### src/rtl/exc_entry_pkg.sv
package exc_entry_pkg;

  localparam int CODE_W     = 3;
  localparam int SLOT_SHIFT = 5;   // 32-byte vector slots
  localparam int IEN_W      = 3;
  localparam int IEN_IE     = 0;   // global enable
  localparam int IEN_EIE    = 1;   // saved enable, normal class
  localparam int IEN_BIE    = 2;   // saved enable, debug class

  typedef enum logic [CODE_W-1:0] {
    EXC_RESET = 3'd0,
    EXC_BRK   = 3'd1,
    EXC_IBUS  = 3'd2,
    EXC_WATCH = 3'd3,
    EXC_DBUS  = 3'd4,
    EXC_DIV0  = 3'd5,
    EXC_IRQ   = 3'd6,
    EXC_SCALL = 3'd7
  } exc_code_e;

  typedef enum logic [1:0] {
    CLS_NONE = 2'd0,
    CLS_NORM = 2'd1,
    CLS_DBG  = 2'd2
  } exc_class_e;

endpackage

### src/rtl/exc_classify.sv
module exc_classify
  import exc_entry_pkg::*;
(
  input  logic [CODE_W-1:0] code,
  output exc_class_e        cls
);

  always_comb begin
    unique case (exc_code_e'(code))
      EXC_BRK, EXC_WATCH:                         cls = CLS_DBG;
      EXC_IBUS, EXC_DBUS, EXC_DIV0, EXC_IRQ,
      EXC_SCALL:                                  cls = CLS_NORM;
      default:                                    cls = CLS_NONE;
    endcase
  end

endmodule

### src/rtl/exc_ien_update.sv
module exc_ien_update
  import exc_entry_pkg::*;
(
  input  exc_class_e       cls,
  input  logic [IEN_W-1:0] ien_cur,
  output logic [IEN_W-1:0] ien_nxt
);

  always_comb begin
    ien_nxt = ien_cur;
    if (cls == CLS_NORM) begin
      ien_nxt[IEN_EIE] = ien_cur[IEN_EIE] | ien_cur[IEN_IE];
    end else if (cls == CLS_DBG) begin
      ien_nxt[IEN_BIE] = ien_cur[IEN_BIE] | ien_cur[IEN_IE];
    end
    ien_nxt[IEN_IE] = 1'b0;
  end

endmodule

### src/rtl/exc_vector_gen.sv
module exc_vector_gen
  import exc_entry_pkg::*;
#(
  parameter int AW = 32
) (
  input  exc_class_e        cls,
  input  logic              remap,
  input  logic [AW-1:0]     base_norm,
  input  logic [AW-1:0]     base_dbg,
  input  logic [CODE_W-1:0] code,
  output logic [AW-1:0]     vec
);

  localparam int            LOW_W    = CODE_W + SLOT_SHIFT;
  localparam logic [AW-1:0] LOW_MASK = {{(AW-LOW_W){1'b0}}, {LOW_W{1'b1}}};

  logic          use_dbg;
  logic [AW-1:0] base_sel;

  always_comb begin
    use_dbg  = (cls == CLS_DBG) || remap;
    base_sel = use_dbg ? base_dbg : base_norm;
    vec      = (base_sel & ~LOW_MASK) | (AW'(code) << SLOT_SHIFT);
  end

endmodule

### src/rtl/exc_entry_ctrl.sv
module exc_entry_ctrl
  import exc_entry_pkg::*;
#(
  parameter int AW = 32
) (
  input  logic          clk,
  input  logic          rst_n,
  input  logic          req_i,
  input  logic [2:0]    code_i,
  input  logic [AW-1:0] pc_i,
  input  logic [2:0]    ien_i,
  input  logic [AW-1:0] base_norm_i,
  input  logic [AW-1:0] base_dbg_i,
  input  logic          remap_i,
  output logic          ea_we_o,
  output logic          ba_we_o,
  output logic [AW-1:0] link_o,
  output logic          vec_take_o,
  output logic [2:0]    ien_o,
  output logic [AW-1:0] pc_o,
  output logic          fatal_o
);

  exc_class_e       cls;
  logic [AW-1:0]    vec_d;
  logic [IEN_W-1:0] ien_d;
  logic             take_d, ea_we_d, ba_we_d, fatal_d;

  exc_classify u_cls (
    .code (code_i),
    .cls  (cls)
  );

  exc_ien_update u_ien (
    .cls     (cls),
    .ien_cur (ien_i),
    .ien_nxt (ien_d)
  );

  exc_vector_gen #(.AW(AW)) u_vec (
    .cls       (cls),
    .remap     (remap_i),
    .base_norm (base_norm_i),
    .base_dbg  (base_dbg_i),
    .code      (code_i),
    .vec       (vec_d)
  );

  // next-state
  always_comb begin
    take_d  = req_i && (cls != CLS_NONE);
    ea_we_d = req_i && (cls == CLS_NORM);
    ba_we_d = req_i && (cls == CLS_DBG);
    fatal_d = req_i && (cls == CLS_NONE);
  end

  // strobes: one cycle per request
  always_ff @(posedge clk or negedge rst_n) begin
    if (!rst_n) begin
      ea_we_o    <= 1'b0;
      ba_we_o    <= 1'b0;
      vec_take_o <= 1'b0;
      fatal_o    <= 1'b0;
    end else begin
      ea_we_o    <= ea_we_d;
      ba_we_o    <= ba_we_d;
      vec_take_o <= take_d;
      fatal_o    <= fatal_d;
    end
  end

  // data: loaded only on a handled entry
  always_ff @(posedge clk or negedge rst_n) begin
    if (!rst_n) begin
      link_o <= '0;
      ien_o  <= '0;
      pc_o   <= '0;
    end else if (take_d) begin
      link_o <= pc_i;
      ien_o  <= ien_d;
      pc_o   <= vec_d;
    end
  end

endmodule

### config.mk
export PLATFORM = sky130hd
export DESIGN_NAME = exc_entry_ctrl
export DESIGN_NICKNAME = d
export VERILOG_FILES = /design/src/rtl/exc_entry_pkg.sv /design/src/rtl/exc_classify.sv /design/src/rtl/exc_ien_update.sv /design/src/rtl/exc_vector_gen.sv /design/src/rtl/exc_entry_ctrl.sv
export SDC_FILE = /design/constraint.sdc
export NUM_CORES = 1
export LEC_CHECK = 0
export BUFFER_PORTS_ARGS = -buffer_cell sky130_fd_sc_hd__buf_4
export CORE_MARGIN = 8
export CORE_UTILIZATION = 43
export CTS_CLUSTER_DIAMETER = 30
export DETAILED_ROUTE_END_ITERATION = 6
export HOLD_SLACK_MARGIN = 0.1
export PLACE_DENSITY = 0.82
export SETUP_SLACK_MARGIN = 0.1
export SLEW_MARGIN = 20
export SYNTH_ARGS = -nofsm -noshare
export SYNTH_HDL_FRONTEND = slang
export SYNTH_SLANG_ARGS = --single-unit
### constraint.sdc
create_clock -name clk -period 1.4 [get_ports clk]
set_clock_uncertainty 0.1 [all_clocks]
set_input_delay 0 -clock clk [delete_from_list [all_inputs] [get_ports clk]]
set_output_delay 0 -clock clk [all_outputs]
set_load 0.01 [all_outputs]
==> results.py, run 1 <==
metrics = {
    "yosys": {
        "yosysSeqAreaShare_pct": 58.17,
        "netlist_instances": 305,
        "avgSynthCellArea_um2": 9.169,
        "yosysUniqueCellTypes": 24,
        "syn-cell-area_mm2": 0.002796,
        "yosysWarnings": 0,
        "yosys_register_bits": 65,
    },
    "clocking": {
        "postCtsHoldBufs": 108,
        "cts_made_buffers": 9,
        "htree_levels": 3,
        "cts_sinks": 65,
        "cts_resized": 0,
        "clock_path_buffers": 2,
        "post_cts_buffers": 0,
        "cts_root_buf": "clkbuf_8",
    },
    "run_status": {
        "lastStage": "4_1_cts",
        "firstError": "[ERROR RSZ-0060] Max buffer count reached.",
        "status": "aborted with a tool error",
    },
    "place": {
        "gp_congestion": 0.7352,
        "numPortBuffers": 154,
        "hpwlAfterDp_um": 6340,
    },
    "floorplanning": {
        "io_pins": 177,
        "row_count": 29,
        "die_w_um": 96.65,
        "initial_utilization_pct": 44.29,
        "die_y_um": 96.65,
    },
}
[cell usage after synthesis]
| library cell | n | share of area (%) |
|---|---|---|
| a31oi_1 | 25 | 5.6 |
| nand3_1 | 24 | 4.3 |
| o21ai_0 | 25 | 4.5 |
| conb_1 | 1 | 0.13 |
| nor4b_1 | 1 | 0.31 |
| and2b_4 | 1 | 0.36 |
| o21a_1 | 1 | 0.27 |
| o31ai_4 | 1 | 0.76 |
| inv_2 | 1 | 0.13 |
| a22o_1 | 3 | 0.94 |
| buf_4 | 12 | 3.2 |
| buf_6 | 4 | 1.6 |
| clkbuf_1 | 2 | 0.27 |
| clkbuf_2 | 1 | 0.18 |
| inv_1 | 2 | 0.27 |
| nand2_1 | 97 | 13 |
| nor2_1 | 25 | 3.4 |
| dfrtp_1 | 65 | 58 |
| nor2b_1 | 1 | 0.22 |
| a21oi_1 | 1 | 0.18 |
| buf_2 | 9 | 1.6 |
| and2_1 | 1 | 0.22 |
| nand2b_1 | 1 | 0.22 |
| o21ai_1 | 1 | 0.18 |
[stage by stage]
step / utilization [%] / cells / area (um^2) / worst slack (ns) / hold slack [ns]
detailed placement: 62.72 / 521 / 3960 / 0.2069 / -0.1394
global placement: 62.72 / 521 / 3960 / 0.2700 / -0.1483
floorplan: - / 310 / 2815 / 0.4830 / -0.3956
[cell families after synthesis]
| logic type | Yosys count | share of synthesized area [%] |
|---|---|---|
| other cells | 1 | 0.1341 |
| flops | 65 | 58.17 |
| compound gates | 57 | 12.39 |
| buf+inv | 31 | 7.293 |
| simple gates | 151 | 22.01 |
==> run 2, diff against run 1 <==
--- a/config.mk
+++ b/config.mk
@@ -7,12 +7,9 @@
 export LEC_CHECK = 0
 export BUFFER_PORTS_ARGS = -buffer_cell sky130_fd_sc_hd__buf_4
 export CORE_MARGIN = 8
-export CORE_UTILIZATION = 43
-export CTS_CLUSTER_DIAMETER = 30
+export CORE_UTILIZATION = 28
 export DETAILED_ROUTE_END_ITERATION = 6
-export HOLD_SLACK_MARGIN = 0.1
-export PLACE_DENSITY = 0.82
-export SETUP_SLACK_MARGIN = 0.1
+export PLACE_DENSITY_LB_ADDON = 0.15
 export SLEW_MARGIN = 20
 export SYNTH_ARGS = -nofsm -noshare
 export SYNTH_HDL_FRONTEND = slang
==> run 2 against run 1 <==
  * The run now ends clean
  * Synthesized cell count unchanged
  * Area after synthesis unchanged
==> results.py, run 2 <==
metrics = {
    "run_status": {
        "status": "complete, no violations",
    },
    "sta": {
        "maxSlewViolCount": 0,
        "setup_tns_ns": 0,
        "setup_viol": 0,
        "final.min_clock_period_ns": 1.312,
        "hold_viol": 0,
        "fmax_ghz": 0.7623,
        "rsz0062_at_grt": "no",
        "period_share_pct": 93.70,
        "layout_setup_ws_ns": 0.08818,
    },
    "yosys": {
        "post-synth-top-count-cell": "nand2_1",
        "avgSynthCellArea_um2": 9.169,
        "synth-edff-count": 0,
        "syn-cell-area_mm2": 0.002796,
        "synth_top_cell_area_share_pct": 58.17,
        "yosys_most_used_dff": "dfrtp_1",
        "yosysUniqueCellTypes": 24,
        "synth_commonest_cells": "97 x nand2_1, 65 x dfrtp_1, 25 x a31oi_1, 25 x nor2_1, 25 x o21ai_0",
        "yosysWarnings": 0,
        "yosys-top-cells-area": "dfrtp_1 58%, nand2_1 13%, a31oi_1 5.6%",
        "yosysSeqAreaShare_pct": 58.17,
        "synth_top_area_cell": "dfrtp_1",
        "async_flop_share_pct": 100.0,
        "netlist_instances": 305,
        "yosys_register_bits": 65,
    },
    "grt": {
        "antenna_found_initial": 0,
        "grtUsageTotal_pct": 15.44,
        "grt_pass1_wl_um": 16470,
        "grt_pass1_vias": 3238,
        "grt_max_degree": 54,
        "grt-ovfl-total": 0,
    },
    "cells_and_area": {
        "largest_register": "link_o",
        "drive_gt1_share_pct": 32.60,
        "final_cell_mix": "159 x buf_4, 97 x nand2_1, 90 x dlygate4sd3_1, 65 x dfrtp_1",
        "reg_top3": "link_o (32), pc_o (27), ien_o (2)",
        "largest_reg_flops": 32,
        "layout_commonest_cell": "buf_4",
        "area_delta_synth_final_pct": 84.97,
        "nets": 651,
        "antenna_cells": 0,
    },
    "setup_path": {
        "worstReg2RegEnd": "pc_o[8]$_DFFE_PN0P_",
        "crit_slowest_cell": "dlygate4sd3_1",
        "critical_path_required_ns": 1.51,
        "r2r_cells": 2,
        "crit_top_cell": "dlygate4sd3_1",
        "crit_type": "primary input to flop",
        "cp-end-kind": "flop",
        "critical_path.cell_chain": "dlygate4sd3_1, buf_4, a21oi_1, dlygate4sd3_1, o21ai_0",
        "timing.rr.start": "pc_o[8]$_DFFE_PN0P_",
        "crit_arrival_ns": 1.42,
        "critPathLaunchType": "primary input",
        "path_max_fanout": 2,
        "r2r_slack_ns": 0.60,
        "slowest_delay_ns": 0.56,
    },
    "hold_path": {
        "worstHoldEndpoint": "pc_o[30]$_DFFE_PN0P_",
        "worst_hold_startpoint": "remap_i",
        "whs_path_depth": 3,
        "hold_path.class": "primary input to flop",
    },
    "power": {
        "power.switching_mw": 1.400,
        "total_power_mw": 5.369,
        "powerDensity_mw_per_mm2": 1038,
        "ir_drop_uv": 702.1,
        "p_leak_nw": 2.550,
        "clockPowerShare_pct": 34.3,
        "sequentialPowerShare_pct": 41.1,
        "comb_power_share_pct": 24.6,
        "sw_frac_of_total_pct": 26.08,
        "internal_power_mw": 3.969,
    },
    "clocking": {
        "insertion_delay_ns": 0.32,
        "cts_tree": "built",
        "clkTransAtPathRegs_ns": 0.07,
        "cts_sinks": 65,
        "clock_path_buffers": 2,
        "post_cts_buffers": 0,
        "cts_made_buffers": 9,
        "cts_root_buf": "clkbuf_8",
        "htree_levels": 3,
        "cts_resized": 0,
        "postCtsHoldBufs": 90,
    },
    "route": {
        "ant_nets": 0,
        "routed_wl_um": 10290,
        "vias": 2993,
        "viasPerCell": 4.389,
        "drc": 0,
        "drt-initial-drc-count": 144,
        "wl_per_cell_um": 15.09,
        "dr.pass1.iters": 5,
    },
    "place": {
        "hpwlAfterDp_um": 6581,
        "place_ws_ns": 0.2020,
        "numPortBuffers": 154,
        "gp_congestion": 0.7125,
    },
    "floorplanning": {
        "die-area_mm2": 0.01344,
        "die_y_um": 115.9,
        "core_mm2": 0.009729,
        "initial_utilization_pct": 28.74,
        "die_w_um": 115.9,
        "row_count": 36,
        "io_pins": 177,
    },
    "flow_run": {
        "drv_cap": 0,
    },
}
-- run 2: kinds of logic (layout without fill, tap and decap cells) --
kind of cell	count (synthesis)	count (layout)	share of synthesized area, %
buf+inv	31	270	7.293
simple gates	151	151	22.01
compound gates	57	57	12.39
other cells	1	6	0.1341
flops	65	65	58.17
-- run 2: metal layers --
layer  up-vias  track usage, %  part of all wire [%]
met5         -               0                     0
met4         0           4.235                   1.1
met3        10           5.784                   8.5
met2       128           25.97                    47
met1      1380           18.01                    43
li1       1475               -                     -
-- run 2: worst max path at each step --
| stage | cells past startpoint | endpoint | startpoint |
|---|---|---|---|
| final | 5 | ien_o[2]$_DFFE_PN0P_ | ien_i[0] |
| after global routing | 5 | ien_o[2]$_DFFE_PN0P_ | ien_i[0] |
| after global placement | 6 | link_o[3]$_DFFE_PN0P_ | code_i[1] |
| after floorplan | 6 | pc_o[24]$_DFFE_PN0P_ | code_i[1] |
| after CTS | 5 | ien_o[2]$_DFFE_PN0P_ | ien_i[0] |
| after detailed placement | 6 | link_o[14]$_DFFE_PN0P_ | code_i[1] |
-- run 2: final cells by class --
class	instances	area (um^2)
inverter	3	11.26
timing repair buffer	252	2155
fill	904	4557
sequential	65	1627
multi-input combinational	214	984.7
tap	133	166.4
clock inverter	2	60.06
clock buffer	13	168.9
-- run 2: per-stage QoR --
stage	cells	area (um^2)	hold WS, ns	util [%]
2_1_floorplan	310	2815	-0.3956	-
3_3_place_gp	577	4043	-0.2681	41.55
3_5_place_dp	577	4043	-0.2690	41.55
4_1_cts	682	5172	0.03070	53.16
5_1_grt	682	5172	0.07427	53.16
6_report	682	5172	0.05681	53.16
-- run 2: power by group through the flow --
stage	clock [mW]	combinational [mW]	sequential, mW
6_report	1.84	1.32	2.21
3_3_place_gp	0	1.12	2.23
3_5_place_dp	0	1.13	2.24
4_1_cts	1.91	1.33	2.21
2_1_floorplan	0	0.354	2.34
5_1_grt	1.98	1.45	2.23
-- run 2: worst max-delay path: cells and delay by family --
family,cells,cell delay [ns]
compound gates,2,0.19
buf+inv,3,1.23
Note: power is estimated with default switching activity, not from simulation.
